File: src/rtl/sarx_pkg.sv
package sarx_pkg;

   // Channel carried by the current slot of a frame
   typedef enum logic {
      SLOT_LEFT  = 1'b0,
      SLOT_RIGHT = 1'b1
   } slot_e;

   // Frame clock level that marks a given slot for a chosen polarity
   function automatic logic frame_level(input slot_e slot, input bit left_high);
      return (slot == SLOT_LEFT) ? left_high : ~left_high;
   endfunction

endpackage

File: src/rtl/sarx_timing.sv
module sarx_timing
   import sarx_pkg::*;
#(
   parameter int SYS_PER_BCK    = 4,
   parameter int BCK_PER_SLOT   = 32,
   parameter bit LEFT_LRCK_HIGH = 1'b1,
   localparam int PW = (SYS_PER_BCK  > 1) ? $clog2(SYS_PER_BCK)  : 1,
   localparam int BW = (BCK_PER_SLOT > 1) ? $clog2(BCK_PER_SLOT) : 1
) (
   input  logic          clk,
   input  logic          rst_n,
   output logic          bck_o,
   output logic          lrck_o,
   output logic          smp_stb_o,
   output logic [BW-1:0] bit_idx_o,
   output slot_e         slot_o
);

   localparam int HALF = SYS_PER_BCK / 2;

   logic [PW-1:0] phase_q, phase_n;
   logic [BW-1:0] bit_q, bit_n;
   slot_e         slot_q, slot_n;
   logic          phase_last, bit_last;
   logic          bck_q, lrck_q, lrck_n;

   assign phase_last = (phase_q == PW'(SYS_PER_BCK - 1));
   assign bit_last   = (bit_q   == BW'(BCK_PER_SLOT - 1));

   always_comb begin
      phase_n = phase_last ? '0 : phase_q + PW'(1);
      bit_n   = bit_q;
      slot_n  = slot_q;
      if (phase_last) begin
         bit_n = bit_last ? '0 : bit_q + BW'(1);
         if (bit_last) begin
            slot_n = (slot_q == SLOT_LEFT) ? SLOT_RIGHT : SLOT_LEFT;
         end
      end
   end

   // Frame clock polarity variant
   generate
      if (LEFT_LRCK_HIGH) begin : g_left_high
         assign lrck_n = (slot_n == SLOT_LEFT);
      end else begin : g_left_low
         assign lrck_n = (slot_n == SLOT_RIGHT);
      end
   endgenerate

   always_ff @(posedge clk or negedge rst_n) begin
      if (!rst_n) begin
         phase_q <= '0;
         bit_q   <= '0;
         slot_q  <= SLOT_LEFT;
         bck_q   <= 1'b0;
         lrck_q  <= frame_level(SLOT_LEFT, LEFT_LRCK_HIGH);
      end else begin
         phase_q <= phase_n;
         bit_q   <= bit_n;
         slot_q  <= slot_n;
         bck_q   <= (phase_n >= PW'(HALF));
         lrck_q  <= lrck_n;
      end
   end

   assign bck_o     = bck_q;
   assign lrck_o    = lrck_q;
   // Last system cycle before the bit clock rises
   assign smp_stb_o = (phase_q == PW'(HALF - 1));
   assign bit_idx_o = bit_q;
   assign slot_o    = slot_q;

endmodule

File: src/rtl/sarx_deser.sv
module sarx_deser
   import sarx_pkg::*;
#(
   parameter int SAMPLE_W = 24,
   parameter int BW       = 5
) (
   input  logic                clk,
   input  logic                rst_n,
   input  logic                sdata_i,
   input  logic                smp_stb_i,
   input  logic [BW-1:0]       bit_idx_i,
   input  slot_e               slot_i,
   output logic [SAMPLE_W-1:0] word_o,
   output logic                done_o,
   output slot_e               done_slot_o
);

   logic [SAMPLE_W-1:0] shift_q, word_q;
   logic                done_q;
   slot_e               done_slot_q;
   logic                in_word, last_bit;

   // Only the leading SAMPLE_W bits of a slot are data
   assign in_word  = ({1'b0, bit_idx_i} < (BW+1)'(SAMPLE_W));
   assign last_bit = (bit_idx_i == BW'(SAMPLE_W - 1));

   always_ff @(posedge clk or negedge rst_n) begin
      if (!rst_n) begin
         shift_q     <= '0;
         word_q      <= '0;
         done_q      <= 1'b0;
         done_slot_q <= SLOT_LEFT;
      end else begin
         done_q <= 1'b0;
         if (smp_stb_i && in_word) begin
            shift_q <= {shift_q[SAMPLE_W-2:0], sdata_i};
         end
         if (smp_stb_i && last_bit) begin
            word_q      <= {shift_q[SAMPLE_W-2:0], sdata_i};
            done_q      <= 1'b1;
            done_slot_q <= slot_i;
         end
      end
   end

   assign word_o      = word_q;
   assign done_o      = done_q;
   assign done_slot_o = done_slot_q;

endmodule

File: src/rtl/sarx_frame_out.sv
module sarx_frame_out
   import sarx_pkg::*;
#(
   parameter int SAMPLE_W = 24
) (
   input  logic                clk,
   input  logic                rst_n,
   input  logic [SAMPLE_W-1:0] word_i,
   input  logic                done_i,
   input  slot_e               done_slot_i,
   output logic [SAMPLE_W-1:0] left_o,
   output logic [SAMPLE_W-1:0] right_o,
   output logic                valid_o
);

   logic [SAMPLE_W-1:0] left_hold_q, left_q, right_q;
   logic                have_left_q, valid_q;

   always_ff @(posedge clk or negedge rst_n) begin
      if (!rst_n) begin
         left_hold_q <= '0;
         have_left_q <= 1'b0;
         left_q      <= '0;
         right_q     <= '0;
         valid_q     <= 1'b0;
      end else begin
         valid_q <= 1'b0;
         if (done_i && (done_slot_i == SLOT_LEFT)) begin
            left_hold_q <= word_i;
            have_left_q <= 1'b1;
         end else if (done_i && (done_slot_i == SLOT_RIGHT) && have_left_q) begin
            left_q      <= left_hold_q;
            right_q     <= word_i;
            valid_q     <= 1'b1;
            have_left_q <= 1'b0;
         end
      end
   end

   assign left_o  = left_q;
   assign right_o = right_q;
   assign valid_o = valid_q;

endmodule

File: src/rtl/stereo_adc_master_rx.sv
module stereo_adc_master_rx
   import sarx_pkg::*;
#(
   parameter int SYS_PER_BCK    = 4,
   parameter int BCK_PER_SLOT   = 32,
   parameter int SAMPLE_W       = 24,
   parameter bit LEFT_LRCK_HIGH = 1'b1
) (
   input  logic                clk,
   input  logic                rst_n,
   input  logic                adc_sdata_i,
   output logic                bck_o,
   output logic                lrck_o,
   output logic [SAMPLE_W-1:0] left_o,
   output logic [SAMPLE_W-1:0] right_o,
   output logic                valid_o
);

   localparam int BW = (BCK_PER_SLOT > 1) ? $clog2(BCK_PER_SLOT) : 1;

   // Elaboration-time parameter checks
   generate
      if ((SYS_PER_BCK < 2) || (SYS_PER_BCK % 2 != 0)) begin : g_bad_div
         $error("SYS_PER_BCK must be even and at least 2");
      end
      if (SAMPLE_W < 2) begin : g_bad_width
         $error("SAMPLE_W must be at least 2");
      end
      if (SAMPLE_W > BCK_PER_SLOT) begin : g_bad_slot
         $error("SAMPLE_W must fit inside one slot");
      end
   endgenerate

   logic          smp_stb;
   logic [BW-1:0] bit_idx;
   slot_e         slot;
   logic [SAMPLE_W-1:0] word;
   logic          done;
   slot_e         done_slot;

   sarx_timing #(
      .SYS_PER_BCK   (SYS_PER_BCK),
      .BCK_PER_SLOT  (BCK_PER_SLOT),
      .LEFT_LRCK_HIGH(LEFT_LRCK_HIGH)
   ) u_timing (
      .clk      (clk),
      .rst_n    (rst_n),
      .bck_o    (bck_o),
      .lrck_o   (lrck_o),
      .smp_stb_o(smp_stb),
      .bit_idx_o(bit_idx),
      .slot_o   (slot)
   );

   sarx_deser #(
      .SAMPLE_W(SAMPLE_W),
      .BW      (BW)
   ) u_deser (
      .clk        (clk),
      .rst_n      (rst_n),
      .sdata_i    (adc_sdata_i),
      .smp_stb_i  (smp_stb),
      .bit_idx_i  (bit_idx),
      .slot_i     (slot),
      .word_o     (word),
      .done_o     (done),
      .done_slot_o(done_slot)
   );

   sarx_frame_out #(
      .SAMPLE_W(SAMPLE_W)
   ) u_out (
      .clk        (clk),
      .rst_n      (rst_n),
      .word_i     (word),
      .done_i     (done),
      .done_slot_i(done_slot),
      .left_o     (left_o),
      .right_o    (right_o),
      .valid_o    (valid_o)
   );

endmodule

File: config.mk
export PLATFORM = sky130hd
export DESIGN_NAME = stereo_adc_master_rx
export DESIGN_NICKNAME = d
export VERILOG_FILES = /design/src/rtl/sarx_pkg.sv /design/src/rtl/sarx_timing.sv /design/src/rtl/sarx_deser.sv /design/src/rtl/sarx_frame_out.sv /design/src/rtl/stereo_adc_master_rx.sv
export SDC_FILE = /design/constraint.sdc
export NUM_CORES = 1
export LEC_CHECK = 0
export BUFFER_PORTS_ARGS = -buffer_cell sky130_fd_sc_hd__buf_2
export CORE_ASPECT_RATIO = 1.1
export CORE_UTILIZATION = 40
export DETAILED_ROUTE_END_ITERATION = 12
export SETUP_SLACK_MARGIN = 0.4
export SLEW_MARGIN = 20
export SYNTH_ARGS = -nofsm -noshare
export SYNTH_HDL_FRONTEND = slang
export SYNTH_SLANG_ARGS = --single-unit
File: constraint.sdc
create_clock -name clk -period 2.4 [get_ports clk]
set_input_delay 0.48 -clock clk [delete_from_list [all_inputs] [get_ports clk]]
set_output_delay 0.48 -clock clk [all_outputs]
set_load 0.02 [all_outputs]
Word level (Yosys, flattened, before mapping)
Index checks and enable logic that the tools add are counted.
{ "word_totals": {"ff_bits": 133, "latchBits": 0, "ramBits": 0, "rom_bits": 0, "in_bits": 3, "mem_count": 0} }
{ "classes": {"n_addsub": 2, "n_mul": 0, "div": 0, "magnitude_cmp": 2, "eq_ne": 4, "n_shift": 0, "mux": 10, "bitwise": 3, "n_reduce_logical": 7} }
{ "op_table": {"columns": ["operator", "count"], "rows": [
  ["$eq A5 B5 Y1 const B", 2],
  ["$mux W1", 8],
  ["$add A5 B1 Y5 const B", 1],
  ["$logic_and A1 B1 Y1", 5],
  ["$lt A5 B5 Y1 const B", 1],
  ["$mux W5", 1],
  ["$not A1 Y1", 3],
  ["$add A2 B1 Y2 const B", 1],
  ["$eq A2 B1 Y1 const B", 1],
  ["$eq A2 B2 Y1 const B", 1],
  ["$ge A2 B2 Y1 const B", 1],
  ["$mux W2", 1],
  ["$reduce_and A2 Y1", 1],
  ["$reduce_bool A2 Y1", 1]
]} }

Depth between registers and ports, before layout
Gate-level depths: netlist of run 1.
{ "logic_depth": {"word_depth": 4, "depth_mapped": 6, "mapped_depth_nobuf": 6} }

Hierarchy
Synthesis of run 1 repeated with hierarchy kept, for this count alone.
{ "unflattened": {"cells_unflattened": 300, "area_unflattened_um2": 5061.1} }
{ "by_module_without_submodules": {"columns": ["mod", "instances", "cells_each", "area_each_um2", "seq_area_each_um2"], "rows": [
  ["sarx_frame_out", 1, 159, 2790.2, 1851.8],
  ["sarx_deser", 1, 104, 1831.8, 1226.2],
  ["sarx_timing", 1, 37, 439.2, 226.5]
]} }

Least setup slack after synthesis of run 1
OpenSTA, ideal clock, no wires.
{ "synth_path": {"path_type": "register to register", "startpoint": "register, netlist name u_timing.bck_o", "endpoint": "register u_deser.shift_q[10]", "setup_time_ns": 0.125, "arrival_time_ns": 1.547, "required_time_ns": 2.275, "path_slack_ns": 0.728, "path_stages_with_launch": 6, "n_path_buf": 1, "path_cell_list": "dfrtp_1 inv_1 ha_1 a21boi_2 buf_2 mux2_2"} }
{ "synth_rtl": {"columns": ["element", "line_no", "rtl"], "rows": [
  ["end signal, assigned", "sarx_deser.sv:36", "shift_q <= {shift_q[SAMPLE_W-2:0], sdata_i};"],
  ["end, declared", "sarx_deser.sv:18", "logic [SAMPLE_W-1:0] shift_q, word_q;"]
]} }

Worst setup path after layout of run 1
{ "layout_path": {"startpoint": "register u_timing.bit_q[0] (netlist: u_timing.bit_idx_o[0])", "endpoint": "register u_deser.word_q[21] (netlist: u_deser.word_o[21])"} }
{ "layout_between": {"elab_chain_cells": 2} }
{ "layout_lines": {"columns": ["element", "line_no", "rtl"], "rows": [
  ["start, declared", "sarx_timing.sv:22", "logic [BW-1:0] bit_q, bit_n;"],
  ["start signal, assigned", "sarx_timing.sv:60", "bit_q <= bit_n;"],
  ["$eq A5 B5 Y1", "sarx_deser.sv:25", "assign last_bit = (bit_idx_i == BW'(SAMPLE_W - 1));"],
  ["$logic_and A1 B1 Y1", "sarx_deser.sv:38", "if (smp_stb_i && last_bit) begin"],
  ["end signal, assigned", "sarx_deser.sv:39", "word_q <= {shift_q[SAMPLE_W-2:0], sdata_i};"],
  ["end, declared", "sarx_deser.sv:18", null]
]} }
Every way passes these cells.
A chain may end at the register's enable or synchronous reset.

==> results.md, run 1 <==
* Cts bufs inserted at 17
* Final wirelength at 7840 um
* Critical path, cell by cell: ha_1 > and2_2 > nand4_4 > mux2_4
* Logic pwr share at 0.013
* Slew headroom at 0.693
* Ant. Diodes at 0
* Clk pwr share at 0.514
* Die area at around 13000 um2
* Switching power at 0.879 mW
* Hold Crit Class: primary input to async pin
* Slowest stage cell, crit path: mux2_4
* Post-CTS Setup Bufs at 0
* Total GRT Usage at 0.138
* Crit end category: flop
* Post-synth top flop: dfrtp_1
* Clk sink count at 132
* Post-synth EDFFs at 0
* Placed cells at 503
* Input/output buffers at 53
* Final setup TNS at 0 ns
* Vias at between 2000 and 3000
* Starting Density at 0.415
* Leak Pwr at between 3 and 4 nW
* Initial DRC count at 69
* Design area at 6120 um2
* # H-tree levels at 4
* Final Non-Filler Cells at 533
* Setup crit start: u_timing.bit_idx_o[0]
* Final Wtd Congestion at 0.689
* Async SR Flop Fraction at 1.00
* Row cnt at 42
* CTS tree: yes
* RSZ-0062 raised after global routing: no
* Top Ports at 54
* Post-Syn Area at 5060 um2
* Cts hold-fix bufs at 0
* Peak Freq at 580 MHz
* CP Class: flop to flop
* First-pass GRT wire length at 13600 um
* Vias in the first global route at roughly 2800
* Clock latency on the worst-skew pair at ~0.39 ns
* #FFs+latches synth at 132
* Yosys warns at 0
* Min Tclk post-route at 1.73 ns
* Max-cap viol count at 0
* Sw frac at 0.185
* Worst VDD drop at 0.470 mV
* Syn avg cell area at 16.9 um2
* Final period utilization at 0.719
* Fraction of layout cells with a size suffix above 1 at 0.570
* Via density at 4.85
* Router iterations before antenna repair at 4
* Cell Area, Placed at between 5000 and 6000 um2
* Worst Path Arrival at 2.00 ns
* Synth Instances at 300
* Clk buf depth at 2
* Post-DP HPWL at 5020 um
* Routed WL per cell at about 15 um
* Area grow syn2layout at 21.0%
* Die H at 120 um
* Critical path required time at 2.68 ns
* Final Max Tran Viols at 0
* Core region area at about 12000 um2
* Layout Nets at 377
* Synth cell types at 23
* Startpoint Class: flop
* Power Internal at 3.87 mW
* Register area share after synthesis at 0.653
* Reg2reg start: u_timing.bit_idx_o[0]
* Pwr dens at 777 nW/um2
* Clock skew at a little over 0.006 ns
* Worst-path clk slew at 0.05 ns
* Largest net degree at the start of global routing at 51
* FF-to-FF setup slack at 0.67 ns
* Reg power frac at 0.473
* Root Buffer: clkbuf_16
* Power Total at 4.75 mW
* Final Setup Violations at 0
* Initial antenna violation count at 0
* Worst Path Max Fanout at 13
* Global route total overflow at 0
* Tightest Pin Transition at 0.460 ns
* Final antenna-violating net count at 0
* Drc violations at 0
* Die X-Extent at 109 um
* Final hold vios at 0
* Status: complete, no violations
* Slowest stage delay, CP at 0.42 ns
* Post-synth net total at 308
==> logic make-up (layout without fill, tap and decap cells) <==
logic type	count (synthesis)	after routing	share of synthesized area
AO/OA/AOI/OAI	6	6	0.00866
multiplexers	123	123	0.288
XOR/XNOR	1	1	0.00173
flip-flops	132	132	0.653
AND/OR/NAND/NOR	12	13	0.0151
buffers and inverters	21	99	0.0210
adder cells (fa/ha/maj)	5	5	0.0124
==> area by class of cell <==
class,count,area [um2]
flip-flops and latches,132,3300
fillers,1077,6070
repair buffers,62,352
well taps,154,193
inverters,8,30.0
clock inverters,5,75.1
clock buffers,24,492
multi-input cells,148,1670
==> stage by stage <==
step | utilization | hold slack [ns] | setup slack (ns)
after CTS | 0.500 | 0.0242 | 0.456
after global routing | 0.502 | 0.0450 | 0.568
after detailed placement | 0.454 | 0.451 | 0.470
after floorplan | - | 0.184 | 0.728
final | 0.502 | 0.0229 | 0.675
after global placement | 0.454 | 0.445 | 0.531
==> path summary, 6_finish.rpt <==
| check | cells past startpoint | end |
|---|---|---|
| setup / recovery | 4 | u_deser.word_o[21] |
| hold / removal | 1 | u_out.right_o[5] |
| setup reg to reg | 4 | u_deser.word_o[21] |
| hold reg to reg | 1 | u_timing.phase_q[0] |
| max in group asynchronous | 2 | u_timing.lrck_o |
| min in group clk | 2 | u_deser.shift_q[0] |
==> cell usage after synthesis (all sizes together), types with 2 or more instances <==
library cell,number,area share
o21ai,2,0.0020
mux2,122,0.29
nand3,2,0.0020
nand2,2,0.0015
nor2,3,0.0022
inv,8,0.0059
o22ai,2,0.0025
buf,12,0.014
ha,5,0.012
dfrtp,131,0.65
==> critical path: cells and delay by family (launching register included) <==
kind,cells,cell delay (ns)
simple gates,2,0.58
mux,1,0.42
flops,1,0.39
fa+ha+maj,1,0.21
==> per-layer routing <==
metal / up-vias / global-route usage / part of all wire
met2: 46 / 0.207 / 0.48
met4: 0 / 0.0625 / 0.0070
li1: 1204 / - / -
met3: 2 / 0.0473 / 0.039
met5: - / 0 / 0
met1: 1333 / 0.178 / 0.47
==> cell usage in the layout (no fill, tap or decap), types with 2 or more instances in the layout <==
master     Yosys  final
dfrtp_1      131    131
mux2_2       103    103
buf_2         10     52
mux2_4        19     19
clkbuf_16      0     17
inv_1          8      8
buf_4          0      8
ha_1           5      5
clkbuf_8       0      4
nor2_1         3      3
clkbuf_1       1      3
clkinv_2       0      3
nand4_4        1      2
nand2_1        2      2
o22ai_1        2      2
o21ai_0        2      2
bufinv_16      0      2
==> flip-flops by register name, summed over array words and instances (netlist names), named ones only <==
name	count
u_deser.word_o	24
u_out.left_hold_q	24
u_out.left_o	24
u_out.right_o	24
u_deser.shift_q	23
u_timing.bit_idx_o	5
u_deser.done_o	1
u_deser.done_slot_o	1
u_out.have_left_q	1
u_out.valid_o	1
u_timing.bck_o	1
u_timing.lrck_o	1
u_timing.phase_q	1
==> power by group through the flow <==
stage	clock, mW	combinational [mW]	sequential, mW
2_1_floorplan	0	0.0107	2.28
3_3_place_gp	0	0.0644	2.29
3_5_place_dp	0	0.0654	2.29
4_1_cts	2.51	0.0658	2.25
5_1_grt	2.61	0.0731	2.25
6_report	2.44	0.0612	2.25
==> timing repair <==
action / in CTS / in global routing
hold endpoints to repair: 0 / 0
resized for setup: 0 / 1
setup endpoints to repair: 0 / 25
Power figures use the tool's default switching activity.
==> inputs of run 2 (changes only) <==
Clock period 2.4 ns to 1.5 ns, I/O delays scaled along.
==> run 2 against run 1 <==
The flow now finishes with violations (setup timing). Via count up 13%. Final area up 30%. Power up 65%. Sequential power up 60%. First-iteration DRC count down 14%. Clock skew up 0.0034 ns. Fmax up 13%. Combinational power up 83%. Hold slack better by 0.11 ns. Core utilization up 15 points. Count of clock-buffer cells in the layout down 6.
==> results.md, run 2 (synthesis gave the netlist of run 1 again) <==
* Violations in the final reports: setup timing
* Root Buffer: clkbuf_16 (unchanged)
* First-pass GRT wire length at 17300 um (was 13600 um)
* Clk sink count at 132 (unchanged)
* Total GRT Usage at 0.178 (was 0.138)
* Worst-path clk slew at 0.06 ns (was 0.05 ns)
* R2R cell count at 5 (was 4)
* Largest net degree at the start of global routing at 43 (was 51)
* Input/output buffers at 53 (unchanged)
* Clock latency on the worst-skew pair at 0.41 ns (was 0.39 ns)
* Logic pwr share at 0.014 (was 0.013)
* Vias at 2920 (was 2585)
* Final hold vios at 0 (unchanged)
* Die X-Extent at 109 um (unchanged)
* Row cnt at 42 (unchanged)
* Hold depth at 2
* Startpoint Class: flop (unchanged)
* Met3 Wirelength at 295 um (was 309 um)
* Die H at 120 um (unchanged)
* Die area at 13100 um2 (unchanged)
* Reg2reg start: u_timing.bck_o (was u_timing.bit_idx_o[0])
* Cts bufs inserted at 17 (unchanged)
* Layout Nets at 462 (was 377)
* Design area at 7960 um2 (was 6120 um2)
* Final Wtd Congestion at 0.676 (was 0.689)
* Final wirelength at 10500 um (was 7840 um)
* Critical path required time at 1.79 ns (was 2.68 ns)
* Met2 WL at 5440 um (was 3760 um)
* CP Class: flop to flop (unchanged)
* Leak Pwr at 4.34 nW (was 3.31 nW)
* Cell Area, Placed at 5760 um2 (was 5530 um2)
* Final antenna-violating net count at 0 (unchanged)
* Routed WL per cell at 16.9 um (was 14.7 um)
* Initial DRC count at 59 (was 69)
* Router iterations before antenna repair at 6 (was 4)
* Final setup TNS at -0.0989 ns (was 0 ns)
* Worst hold margin at 0.133 ns (was 0.0229 ns)
* Area grow syn2layout at 57.5% (was 21.0%)
* Worst Path Max Fanout at 14 (was 13)
* FF+latch area at 3310 um2 (was 3300 um2)
* Sw frac at 0.203 (was 0.185)
* Critical R2R Capture: u_deser.shift_q[10] (was u_deser.word_o[21])
* Hold Crit Class: primary input to flop (was primary input to async pin)
* Top Layer Used: met4 (unchanged)
* Area of the multi-input gates at 2110 um2 (was 1670 um2)
* Switching power at 1.60 mW (was 0.879 mW)
* Ant. Diodes at 0 (unchanged)
* Clock skew at 0.00953 ns (was 0.00611 ns)
* Worst Path Arrival at 1.81 ns (was 2.00 ns)
* Max-cap viol count at 0 (unchanged)
* FF-to-FF setup slack at -0.02 ns (was 0.67 ns)
* Final Non-Filler Cells at 620 (was 533)
* Power Internal at 6.26 mW (was 3.87 mW)
* Vias in the first global route at 3245 (was 2781)
* Commonest non-fill, non-tap cell in the layout: dfrtp_1 (unchanged)
* Starting Density at 0.415 (unchanged)
* RSZ-0062 raised after global routing: yes (was no)
* M1 WL at 4670 um (was 3720 um)
* Final period utilization at 1.01 (was 0.719)
* Status: complete, but fails checks (was complete, no violations)
* Final Setup Violations at 19 (was 0)
* Final Util at 0.653 (was 0.502)
* WHS Endpoint: u_deser.shift_q[0]
* Final Max Tran Viols at 0 (unchanged)
* Drc violations at 0 (unchanged)
* Final worst setup slack at -0.0221 ns (was 0.675 ns)
* Hold wc startpoint: adc_sdata_i
* Post-DP HPWL at 5190 um (was 5020 um)
* Clk buf depth at 2 (unchanged)
* Global route total overflow at 0 (unchanged)
* Worst VDD drop at 0.799 mV (was 0.470 mV)
* CTS tree: yes (unchanged)
* # H-tree levels at 4 (unchanged)
* Core region area at 12200 um2 (unchanged)
* Fillcell total at 871 (was 1077)
* Tightest Pin Transition at 0.271 ns (was 0.460 ns)
* Placed cells at 509 (was 503)
* Clk pwr share at 0.528 (was 0.514)
* Fraction of layout cells with a size suffix above 1 at 0.693 (was 0.570)
* Peak Freq at 657 MHz (was 580 MHz)
* Reg power frac at 0.458 (was 0.473)
* Commonest non-fill, non-tap cells in the layout: dfrtp_1 (129), mux2_4 (109), buf_6 (61) (was dfrtp_1 (131), mux2_2 (103), buf_2 (52))
* Slew headroom at 0.819 (was 0.693)
* Top Ports at 54 (unchanged)
* Min Tclk post-route at 1.52 ns (was 1.73 ns)
* Via density at 4.71 (was 4.85)
* Crit end category: flop (unchanged)
* Initial antenna violation count at 0 (unchanged)
* Pwr dens at 986 nW/um2 (was 777 nW/um2)
-- run 2: per-stage QoR --
stage	setup slack, ns	total power [mW]
after global placement	0.0129	3.77
after global routing	-0.0631	8.14
after detailed placement	-0.0212	3.77
final	-0.0221	7.86
after floorplan	0.00757	3.67
after CTS	-0.0140	7.94
-- run 2: layout make-up --
class                   count  area share
well taps                 154      0.0242
repair buffers            148       0.216
multi-input cells         147       0.265
inverters                   8     0.00377
clock buffers              18      0.0551
flip-flops and latches    132       0.415
clock inverters            13      0.0200
-- run 2: how the worst max path moves through the flow --
stage	start	end	cells past startpoint
global route	u_timing.bit_idx_o[0]	u_deser.word_o[12]	6
detailed placement	u_timing.bit_idx_o[1]	u_deser.done_slot_o	5
CTS	u_timing.bit_idx_o[0]	u_deser.word_o[21]	6
global placement	u_timing.bit_idx_o[1]	u_deser.word_o[23]	5
finish	u_timing.bck_o	u_deser.shift_q[10]	5
floorplan	u_timing.bck_o	u_deser.shift_q[10]	5
-- run 2: power by group through the flow --
stage | Clock [mW] | Combinational [mW] | Sequential [mW]
finish | 4.15 | 0.112 | 3.60
global route | 4.41 | 0.130 | 3.60
detailed placement | 0 | 0.113 | 3.66
floorplan | 0 | 0.0172 | 3.65
global placement | 0 | 0.110 | 3.66
CTS | 4.23 | 0.117 | 3.59
-- run 2: timing repair --
| action | 4_1_cts | 5_1_grt |
|---|---|---|
| gates resized for setup | 210 | 12 |
| hold endpoints to repair | 23 | 0 |
| pin swaps | 3 | 5 |
| hold buffers | 1 | 0 |
| buffers inserted | 47 | 24 |
| gates cloned | 8 | 0 |
| setup endpoints to repair | 179 | 181 |
-- run 2: worst max-delay path, stage by stage, from the launching register on --
cell and delay [ns]:
dfrtp_2 0.42, inv_2 0.07, ha_4 0.15, a21boi_4 0.24, buf_12 0.18, mux2_2 0.35
-- run 2: layer usage --
layer  track usage  up-vias
li1              -     1367
met1         0.234     1502
met2         0.276       45
met3        0.0598        6
met4        0.0550        0
met5             0        -
